[config.mk]
export PLATFORM = sky130hd
export DESIGN_NAME = cmdbuf_top
export DESIGN_NICKNAME = d
export VERILOG_FILES = /design/src/rtl/cmdbuf_pkg.sv /design/src/rtl/cmdbuf_stage.sv /design/src/rtl/cmdbuf_parity.sv /design/src/rtl/cmdbuf_errflag.sv /design/src/rtl/cmdbuf_top.sv
export SDC_FILE = /design/constraint.sdc
export NUM_CORES = 1
export LEC_CHECK = 0
export ABC_AREA = 1
export BUFFER_PORTS_ARGS = -buffer_cell sky130_fd_sc_hd__buf_2
export CORE_MARGIN = 4
export CORE_UTILIZATION = 42
export DETAILED_ROUTE_END_ITERATION = 16
export GPL_TIMING_DRIVEN = 0
export PLACE_DENSITY = 0.77
export SETUP_SLACK_MARGIN = 0.2
export SLEW_MARGIN = 20
export SYNTH_ARGS = -nofsm -noshare
export SYNTH_HDL_FRONTEND = slang
export SYNTH_SLANG_ARGS = --single-unit
[constraint.sdc]
create_clock -name clk -period 0.8 [get_ports clk]
set_clock_uncertainty 0.1 [all_clocks]
set_input_delay 0.08 -clock clk [delete_from_list [all_inputs] [get_ports clk]]
set_output_delay 0.08 -clock clk [all_outputs]
set_load 0.005 [all_outputs]
[src/rtl/cmdbuf_pkg.sv]
package cmdbuf_pkg;
  localparam int unsigned DEF_ADDR_W = 16;
  localparam int unsigned DEF_BANK_W = 3;
  localparam int unsigned DEF_RANKS  = 2;

  // Per-rank control group, carried through one register stage together.
  typedef struct packed {
    logic cs_n;
    logic cke;
    logic odt;
  } rank_ctl_t;
endpackage

[src/rtl/cmdbuf_stage.sv]
module cmdbuf_stage #(
  parameter int unsigned W = 8
) (
  input  logic         clk,
  input  logic         rst_n,
  input  logic [W-1:0] d,
  output logic [W-1:0] q
);
  always_ff @(posedge clk or negedge rst_n) begin
    if (!rst_n) q <= '0;
    else        q <= d;
  end
endmodule

[src/rtl/cmdbuf_parity.sv]
module cmdbuf_parity #(
  parameter int unsigned ADDR_W = 16,
  parameter int unsigned RANKS  = 2
) (
  input  logic [ADDR_W-1:0] addr,
  input  logic              ras_n,
  input  logic              cas_n,
  input  logic              we_n,
  input  logic              par,
  input  logic [RANKS-1:0]  cs_n,
  output logic              fail
);
  localparam int unsigned CW = ADDR_W + 4;

  logic [CW-1:0] covered;
  logic [CW:0]   chain;
  logic          selected;

  assign covered  = {addr, ras_n, cas_n, we_n, par};
  assign chain[0] = 1'b0;

  for (genvar i = 0; i < CW; i++) begin : g_xor
    assign chain[i+1] = chain[i] ^ covered[i];
  end

  assign selected = ~&cs_n;
  assign fail     = selected & chain[CW];
endmodule

[src/rtl/cmdbuf_errflag.sv]
module cmdbuf_errflag (
  input  logic clk,
  input  logic rst_n,
  input  logic fail,
  output logic err_n
);
  always_ff @(posedge clk or negedge rst_n) begin
    if (!rst_n) err_n <= 1'b1;
    else        err_n <= ~fail;
  end


  always @(posedge clk) begin
    if (!rst_n) begin
      err_released_chk: assert (err_n == 1'b1);
    end
  end
endmodule

[src/rtl/cmdbuf_top.sv]
module cmdbuf_top
  import cmdbuf_pkg::*;
#(
  parameter int unsigned ADDR_W = DEF_ADDR_W,
  parameter int unsigned BANK_W = DEF_BANK_W,
  parameter int unsigned RANKS  = DEF_RANKS
) (
  input  logic              clk,
  input  logic              rst_n,
  input  logic [ADDR_W-1:0] addr_i,
  input  logic [BANK_W-1:0] ba_i,
  input  logic              ras_n_i,
  input  logic              cas_n_i,
  input  logic              we_n_i,
  input  logic [RANKS-1:0]  cs_n_i,
  input  logic [RANKS-1:0]  cke_i,
  input  logic [RANKS-1:0]  odt_i,
  input  logic              par_i,
  output logic [ADDR_W-1:0] addr_o,
  output logic [BANK_W-1:0] ba_o,
  output logic              ras_n_o,
  output logic              cas_n_o,
  output logic              we_n_o,
  output logic [RANKS-1:0]  cs_n_o,
  output logic [RANKS-1:0]  cke_o,
  output logic [RANKS-1:0]  odt_o,
  output logic              err_n_o
);
  localparam int unsigned CMD_W  = ADDR_W + BANK_W + 3;
  localparam int unsigned RCTL_W = $bits(rank_ctl_t);

  logic [CMD_W-1:0] cmd_d, cmd_q;
  logic             parity_fail;

  assign cmd_d = {addr_i, ba_i, ras_n_i, cas_n_i, we_n_i};

  cmdbuf_stage #(.W(CMD_W)) u_cmd_stage (
    .clk  (clk),
    .rst_n(rst_n),
    .d    (cmd_d),
    .q    (cmd_q)
  );

  assign {addr_o, ba_o, ras_n_o, cas_n_o, we_n_o} = cmd_q;

  for (genvar k = 0; k < RANKS; k++) begin : g_rank
    rank_ctl_t ctl_d, ctl_q;
    assign ctl_d = '{cs_n: cs_n_i[k], cke: cke_i[k], odt: odt_i[k]};

    cmdbuf_stage #(.W(RCTL_W)) u_rank_stage (
      .clk  (clk),
      .rst_n(rst_n),
      .d    (ctl_d),
      .q    (ctl_q)
    );

    assign cs_n_o[k] = ctl_q.cs_n;
    assign cke_o[k]  = ctl_q.cke;
    assign odt_o[k]  = ctl_q.odt;
  end

  cmdbuf_parity #(.ADDR_W(ADDR_W), .RANKS(RANKS)) u_parity (
    .addr (addr_i),
    .ras_n(ras_n_i),
    .cas_n(cas_n_i),
    .we_n (we_n_i),
    .par  (par_i),
    .cs_n (cs_n_i),
    .fail (parity_fail)
  );

  cmdbuf_errflag u_errflag (
    .clk  (clk),
    .rst_n(rst_n),
    .fail (parity_fail),
    .err_n(err_n_o)
  );


  cmd_latency_chk: assert property (@(posedge clk) disable iff (!rst_n)
    $past(rst_n) |-> (addr_o == $past(addr_i)) && (ba_o == $past(ba_i)) &&
                     (ras_n_o == $past(ras_n_i)) && (cas_n_o == $past(cas_n_i)) &&
                     (we_n_o == $past(we_n_i)));


  rank_latency_chk: assert property (@(posedge clk) disable iff (!rst_n)
    $past(rst_n) |-> (cs_n_o == $past(cs_n_i)) && (cke_o == $past(cke_i)) &&
                     (odt_o == $past(odt_i)));


  parity_flag_chk: assert property (@(posedge clk) disable iff (!rst_n)
    ($past(rst_n) && $past(~&cs_n_i)) |->
      (err_n_o == ~$past(^{addr_i, ras_n_i, cas_n_i, we_n_i, par_i})));


  deselect_quiet_chk: assert property (@(posedge clk) disable iff (!rst_n)
    ($past(rst_n) && $past(&cs_n_i)) |-> err_n_o);


  always @(posedge clk) begin
    if (!rst_n) begin
      reset_clear_chk: assert ((cmd_q == '0) && (cs_n_o == '0) && (cke_o == '0) && (odt_o == '0));
    end
  end
endmodule

==> results of run 1 <==
[cells in the mapped netlist]
master / n / area (um^2)
nor2_2: 1 / 6.26
dfstp_2: 1 / 26.3
xnor2_1: 2 / 17.5
nand2_1: 37 / 139
nand3_2: 1 / 10.0
nand3_1: 8 / 40.0
inv_1: 24 / 90.1
dfrtp_1: 28 / 701
nand3b_1: 1 / 7.51
nand2_2: 4 / 25.0
nor2_1: 3 / 11.3
[where the power goes]
group	internal, mW	total, mW	switching [mW]
Sequential	1.56	1.58	0.0207
Combinational	0.333	0.651	0.318
Clock	0.743	1.24	0.497
Total	2.63	3.47	0.835
[final cells by class]
type / count / area share
Multi-Input combinational cell: 57 / 0.185
Timing Repair Buffer: 73 / 0.293
Tap cell: 30 / 0.0205
Inverter: 24 / 0.0573
Clock inverter: 2 / 0.0205
Clock buffer: 6 / 0.0280
Sequential cell: 29 / 0.396
[worst min-delay path by stage]
stage / cells after the start / to / slack (ns) / startpoint
2_1_floorplan: 0 / g_rank[0].u_rank_stage.q[0] / -0.32 / rst_n
3_3_place_gp: 1 / u_cmd_stage.q[11] / 0.01 / rst_n
3_5_place_dp: 1 / u_cmd_stage.q[11] / 0.03 / rst_n
4_1_cts: 1 / u_cmd_stage.q[11] / -0.33 / rst_n
5_1_grt: 1 / u_cmd_stage.q[7] / -0.32 / rst_n
6_report: 1 / u_cmd_stage.q[11] / -0.34 / rst_n
[sequential cells by signal, indices dropped and copies added (netlist names)]
| name | flops |
|---|---|
| g_rank.u_rank_stage.q | 6 |
| u_errflag.err_n | 1 |
| u_cmd_stage.q | 22 |
[routing by layer]
layer	vias up	wire, um	part of all wire	track usage
li1	478	-	-	-
met1	458	769	0.29	0.133
met2	42	1570	0.59	0.313
met3	11	228	0.086	0.0548
met4	0	96	0.036	0.0795
met5	-	0	0	0
[timing repair]
action / CTS / global route
pin swaps: 23 / 16
endpoints found under the setup margin: 30 / 34
buffers inserted: 0 / 0
gates resized for setup: 24 / 31
hold endpoints to repair: 57 / 53
hold buffers: 8 / 6
[kinds of logic after synthesis]
kind of cell | after synthesis
flip-flops | 29
XOR/XNOR | 2
buffers and inverters | 24
AND/OR/NAND/NOR | 55
==> out/metrics.csv, run 1 <==
metric;value;unit
wire per inst;12.0;um
Final setup viols;29;
CP cell instances;buf_6;
flops & latches, synth;29;
CTS H-Tree Depth;2;
critical path peak fanout;1;
clk buf depth;2;
Total Neg Setup Slack;-5.46;ns
total gr overflow;0;
Post-Synth Simple-Gate Area;0.223;
total power;3.47;mW
min Tclk post-route;1.11;ns
Max-cap violations;0;
slowest cell on the critical path;dfstp_2;
first-pass GRT wire length;3.91;mm
Crit. path cell count;1;
CTS root buf;clkbuf_4;
fmax;904;MHz
Slew HR;0.583;
CTS tree;yes;
violated checks;hold timing, setup timing;
Synth Area in XOR/XNOR;0.0163;
pin count of the biggest net entering global routing;30;
nature of the critical path endpoint;output pin;
drt drc;0;
post-synth cell types;11;
Data arrival, critical path;0.93;ns
post-synthesis average cell area;9.76;um^2
actual slew at the worst max-slew pin;0.625;ns
required time of the critical path;0.62;ns
Crit Path Class;reg -> out;
core area;2450;um^2
initial antenna violation count;0;
post-place instance area;1430;um^2
most frequent cells in the layout;buf_2, dfrtp_1, nand2_1;
Inst Count DP;199;
GRT Util Overall;0.157;
Reg clk slew, reported paths;0.10;ns
final hold violation count;47;
starting density of the core;0.437;
post-route setup slack;-0.307;ns
io pins;60;
Final nets;221;
post-place setup slack;-0.293;ns
register area;727;um^2
WHS;-0.338;ns
Buf/Inv on CP;1;
Final Cell Area;1830;um^2
main combinational cell family by area after synthesis;simple AND/OR/NAND/NOR gates;
Die H;58.6;um
VDD IR max;0.00144;V
Layout area overhead;70.9;%
max-slew violation count;0;
post-synthesis mux area share;0;
multi-input logic area;339;um^2
Leak;1.05;nW
gpl congestion;0.754;
Crit. Startpoint;u_errflag.err_n;
DRT Wirelength;2.66;mm
vias post-DR;989;
drt first pass iters;4;
worst min-delay path class;in -> async;
share of layout cells above drive strength 1;0.560;
number of global-route vias before repair;983;
# fillers;178;
Detailed Place HPWL;1.73;mm
Routed Antenna Nets;0;
CP delay by family, top;flip-flops;
Initial DRC Count;20;
Syn Nets;141;
cts bufs inserted;5;
synthesized instance count;110;
outcome;complete, but fails checks;
ant diodes;0;
sequential share of the synthesized area;0.677;
Yosys warnings;0;
Port Buffers;59;
Clock Sinks;29;
crit path launch type;flip-flop;
die area;3430;um^2
commonest non-fill, non-tap cell in the layout;buf_2;
crit-path max cell delay;0.53;ns
Die X;58.6;um
Tcrit/Tclk final;1.38;
Util after Layout;0.747;
Adder-Cell Fraction of Synth Area;0;
row count;18;
Power per Cell Area;1890;nW/um^2
Mapped Area;1070;um^2
RSZ-0062 raised after global routing;true;
Synth Area in Compound Gates;0;
final cell count without fillers;221;
DR vias/cell;4.48;
Worst Setup EP;err_n_o;
No activity file was read; power rests on OpenSTA's default activity.
==> run 2: changes to the inputs <==
--- a/config.mk
+++ b/config.mk
@@ -13,6 +13,7 @@
 export GPL_TIMING_DRIVEN = 0
 export PLACE_DENSITY = 0.77
 export SETUP_SLACK_MARGIN = 0.2
+export SKIP_CTS_REPAIR_TIMING = 1
 export SLEW_MARGIN = 20
 export SYNTH_ARGS = -nofsm -noshare
 export SYNTH_HDL_FRONTEND = slang
==> out/metrics.csv, run 2 (synthesis gave the netlist of run 1 again) <==
metric;value;unit
crit-path max cell delay;0.53;ns
gpl congestion;0.754;
Layout area overhead;75.5;%
Final nets;222;
Crit. path cell count;1;
VDD IR max;0.00142;V
CP delay by family, top;flip-flops;
actual slew at the worst max-slew pin;0.626;ns
Crit. Startpoint;u_errflag.err_n;
Final setup viols;29;
starting density of the core;0.437;
cts bufs inserted;5;
row count;18;
initial antenna violation count;0;
drt drc;0;
GRT Util Overall;0.141;
Slew HR;0.583;
DR vias/cell;4.37;
core area;2450;um^2
share of layout cells above drive strength 1;0.620;
io pins;60;
Clock Sinks;29;
outcome;complete, but fails checks;
Reg clk slew, reported paths;0.10;ns
post-route setup slack;-0.319;ns
Routed Antenna Nets;0;
DRT Wirelength;2.74;mm
clk buf depth;2;
fmax;894;MHz
largest registers;u_cmd_stage.q (22), g_rank.u_rank_stage.q (6), u_errflag.err_n (1);
CTS tree;yes;
Buf/Inv on CP;1;
violated checks;hold timing, setup timing;
RSZ-0062 raised after global routing;true;
first-pass GRT wire length;3.47;mm
required time of the critical path;0.62;ns
ant diodes;0;
final hold violation count;42;
Port Buffers;59;
Largest Register;u_cmd_stage.q;
CTS H-Tree Depth;2;
Worst Setup EP;err_n_o;
Util after Layout;0.768;
pin count of the biggest net entering global routing;30;
Tcrit/Tclk final;1.40;
total power;3.52;mW
Internal Power;2.65;mW
total gr overflow;0;
Max-cap violations;0;
Data arrival, critical path;0.94;ns
Initial DRC Count;18;
Leak;1.02;nW
crit path launch type;flip-flop;
Die H;58.6;um
post-place instance area;1430;um^2
Largest register FFs;22;
drt first pass iters;4;
wire per inst;12.3;um
worst min-delay path class;in -> async;
nature of the critical path endpoint;output pin;
Psw;0.873;mW
clock power share;0.356;
CP cell instances;buf_6;
Detailed Place HPWL;1.73;mm
die area;3430;um^2
commonest non-fill, non-tap cell in the layout;buf_2;
critical path peak fanout;1;
Die X;58.6;um
Crit Path Class;reg -> out;
Final Cell Area;1880;um^2
Switching Fraction;0.248;
number of global-route vias before repair;864;
max-slew violation count;0;
CTS root buf;clkbuf_4;
Logic pwr share;0.196;
most frequent cells in the layout;buf_2, dfrtp_1, nand2_2;
min Tclk post-route;1.12;ns
vias post-DR;970;
Reg power frac;0.448;
slowest cell on the critical path;dfstp_2;
Power per Cell Area;1870;nW/um^2
WHS;-0.350;ns
[run 2: changes by cell type in the layout (fill, tap and decap cells not counted), sizes merged]
cell | previous run | this run
dlymetal6s4s | 4 | 0
inv | 24 | 23
clkinv | 0 | 1
dlygate4sd3 | 10 | 15
[run 2: through the flow]
step / setup WS (ns) / std cells / TNS (ns) / hold slack [ns]
5_1_grt: -0.355 / 222 / -7.09 / -0.326
2_1_floorplan: -0.0687 / 110 / -0.0687 / -0.316
3_5_place_dp: -0.293 / 199 / -0.293 / 0.0321
6_report: -0.319 / 222 / -5.82 / -0.350
3_3_place_gp: -0.260 / 199 / -0.260 / 0.0141
4_1_cts: -0.333 / 207 / -6.00 / -0.330
[run 2: layout make-up]
type | instances | area (um^2)
clock buffer | 6 | 51.3
clock inverter | 2 | 37.5
fill | 166 | 571
inverter | 24 | 110
multi-input combinational | 57 | 380
sequential | 29 | 727
tap | 30 | 37.5
timing repair buffer | 74 | 541
[run 2: how the worst min path moves through the flow]
stage | start | cells after the start | to | slack, ns
finish | rst_n | 1 | u_cmd_stage.q[11] | -0.35
global placement | rst_n | 1 | u_cmd_stage.q[11] | 0.01
detailed placement | rst_n | 1 | u_cmd_stage.q[11] | 0.03
floorplan | rst_n | 0 | g_rank[0].u_rank_stage.q[0] | -0.32
global route | rst_n | 1 | u_cmd_stage.q[7] | -0.33
CTS | rst_n | 1 | u_cmd_stage.q[11] | -0.33
[run 2: metal layers]
metal,part of all wire,track usage
met1,0.29,0.117
met4,0.018,0.0596
met3,0.093,0.0746
met2,0.60,0.268
met5,0,0
[run 2: power groups by stage]
stage	sequential, mW	combinational [mW]	clock, mW
after floorplan	1.62	0.200	0
after global placement	1.60	0.442	0
after detailed placement	1.60	0.460	0
after CTS	1.58	0.462	1.27
after global routing	1.59	0.757	1.35
final	1.58	0.689	1.26
==> run 3: changes to the inputs <==
--- a/config.mk
+++ b/config.mk
@@ -7,7 +7,6 @@
 export LEC_CHECK = 0
 export ABC_AREA = 1
 export BUFFER_PORTS_ARGS = -buffer_cell sky130_fd_sc_hd__buf_2
-export CORE_MARGIN = 4
 export CORE_UTILIZATION = 42
 export DETAILED_ROUTE_END_ITERATION = 16
 export GPL_TIMING_DRIVEN = 0
==> out/metrics.csv, run 3 (synthesis gave the netlist of run 1 again) <==
metric;value;unit
core area;2320;um^2
actual slew at the worst max-slew pin;0.620;ns
number of global-route vias before repair;887;
CP delay by family, top;flip-flops;
Die X;52.6;um
Buf/Inv on CP;1;
min Tclk post-route;1.11;ns
Slew HR;0.586;
die area;2760;um^2
share of layout cells above drive strength 1;0.573;
required time of the critical path;0.62;ns
Total Neg Setup Slack;-5.37;ns
GRT Util Overall;0.181;
max-slew violation count;0;
post-route setup slack;-0.308;ns
Util after Layout;0.732;
DR vias/cell;4.42;
worst min-delay path class;in -> async;
Reg clk slew, reported paths;0.08;ns
VDD IR max;0.00138;V
final cell count without fillers;213;
drt drc;0;
most frequent cells in the layout;buf_2, dfrtp_1, nand2_1;
Largest register FFs;22;
slowest cell on the critical path;dfstp_2;
initial antenna violation count;0;
Final nets;215;
CTS H-Tree Depth;2;
largest registers;u_cmd_stage.q (22), g_rank.u_rank_stage.q (6), u_errflag.err_n (1);
Power per Cell Area;1810;nW/um^2
Inst Count DP;197;
Initial DRC Count;9;
Leak;0.965;nW
CTS tree;yes;
gpl congestion;0.644;
register area;727;um^2
clk buf depth;2;
critical path peak fanout;1;
Clock Sinks;29;
WHS;-0.331;ns
DRT Wirelength;2.41;mm
fmax;902;MHz
outcome;complete, but fails checks;
Tcrit/Tclk final;1.39;
Port Buffers;59;
Detailed Place HPWL;1.68;mm
first-pass GRT wire length;3.40;mm
nature of the critical path endpoint;output pin;
Final setup viols;29;
post-place instance area;1430;um^2
final hold violation count;50;
Routed Antenna Nets;0;
drt first pass iters;3;
CP cell instances;buf_2;
io pins;60;
Crit Path Class;reg -> out;
Final Cell Area;1700;um^2
vias post-DR;942;
RSZ-0062 raised after global routing;true;
Data arrival, critical path;0.93;ns
wire per inst;11.3;um
violated checks;hold timing, setup timing;
Die H;52.6;um
row count;17;
multi-input logic area;354;um^2
# fillers;191;
ant diodes;0;
Largest Register;u_cmd_stage.q;
Crit. path cell count;1;
Max-cap violations;0;
crit-path max cell delay;0.52;ns
total gr overflow;0;
starting density of the core;0.463;
total power;3.07;mW
Layout area overhead;58.0;%
cts bufs inserted;5;
crit path launch type;flip-flop;
pin count of the biggest net entering global routing;30;
commonest non-fill, non-tap cell in the layout;buf_2;
CTS root buf;clkbuf_4;
==> run 3: cell count changes in the layout (fill, tap and decap cells not counted), moves of 4 or more <==
cell / previous run / this run
dlygate4sd3_1: 15 / 7
nand2_1: 18 / 25
nand2_2: 19 / 12
buf_2: 45 / 51
buf_6: 10 / 5
inv_1: 7 / 11
==> run 3: cell type report <==
type	count	share of cell area
Clock buffer	8	0.0347
Timing Repair Buffer	67	0.247
Inverter	24	0.0605
Multi-Input combinational cell	57	0.209
Sequential cell	29	0.428
Tap cell	28	0.0206
==> run 3: metal layers <==
metal,vias up,part of all wire,global-route usage
met1,435,0.31,0.153
met4,0,0.015,0.0965
met3,4,0.053,0.0638
met5,-,0,0
met2,34,0.62,0.354
li1,469,-,-
==> run 3: path summary, 6_finish.rpt <==
| kind | from | end | slack (ns) |
|---|---|---|---|
| setup / recovery | u_errflag.err_n | err_n_o | -0.31 |
| hold / removal | rst_n | u_cmd_stage.q[6] | -0.33 |
| max in group asynchronous | rst_n | u_cmd_stage.q[3] | 0.52 |
| min in group clk | cs_n_i[1] | g_rank[1].u_rank_stage.q[2] | -0.22 |
==> run 3: metrics by stage <==
step                      setup WS, ns  hold WS [ns]
after floorplan                -0.0687        -0.316
after global placement          -0.251        0.0141
after detailed placement        -0.309        0.0329
after CTS                       -0.325        -0.322
after global routing            -0.343        -0.280
final                           -0.308        -0.331
==> run 3: where the power goes <==
| part | total, mW | internal, mW | switching (mW) | leakage [nW] |
|---|---|---|---|---|
| Combinational | 0.600 | 0.282 | 0.318 | 0.596 |
| Clock | 0.896 | 0.433 | 0.463 | 0.0326 |
| Sequential | 1.58 | 1.56 | 0.0197 | 0.337 |
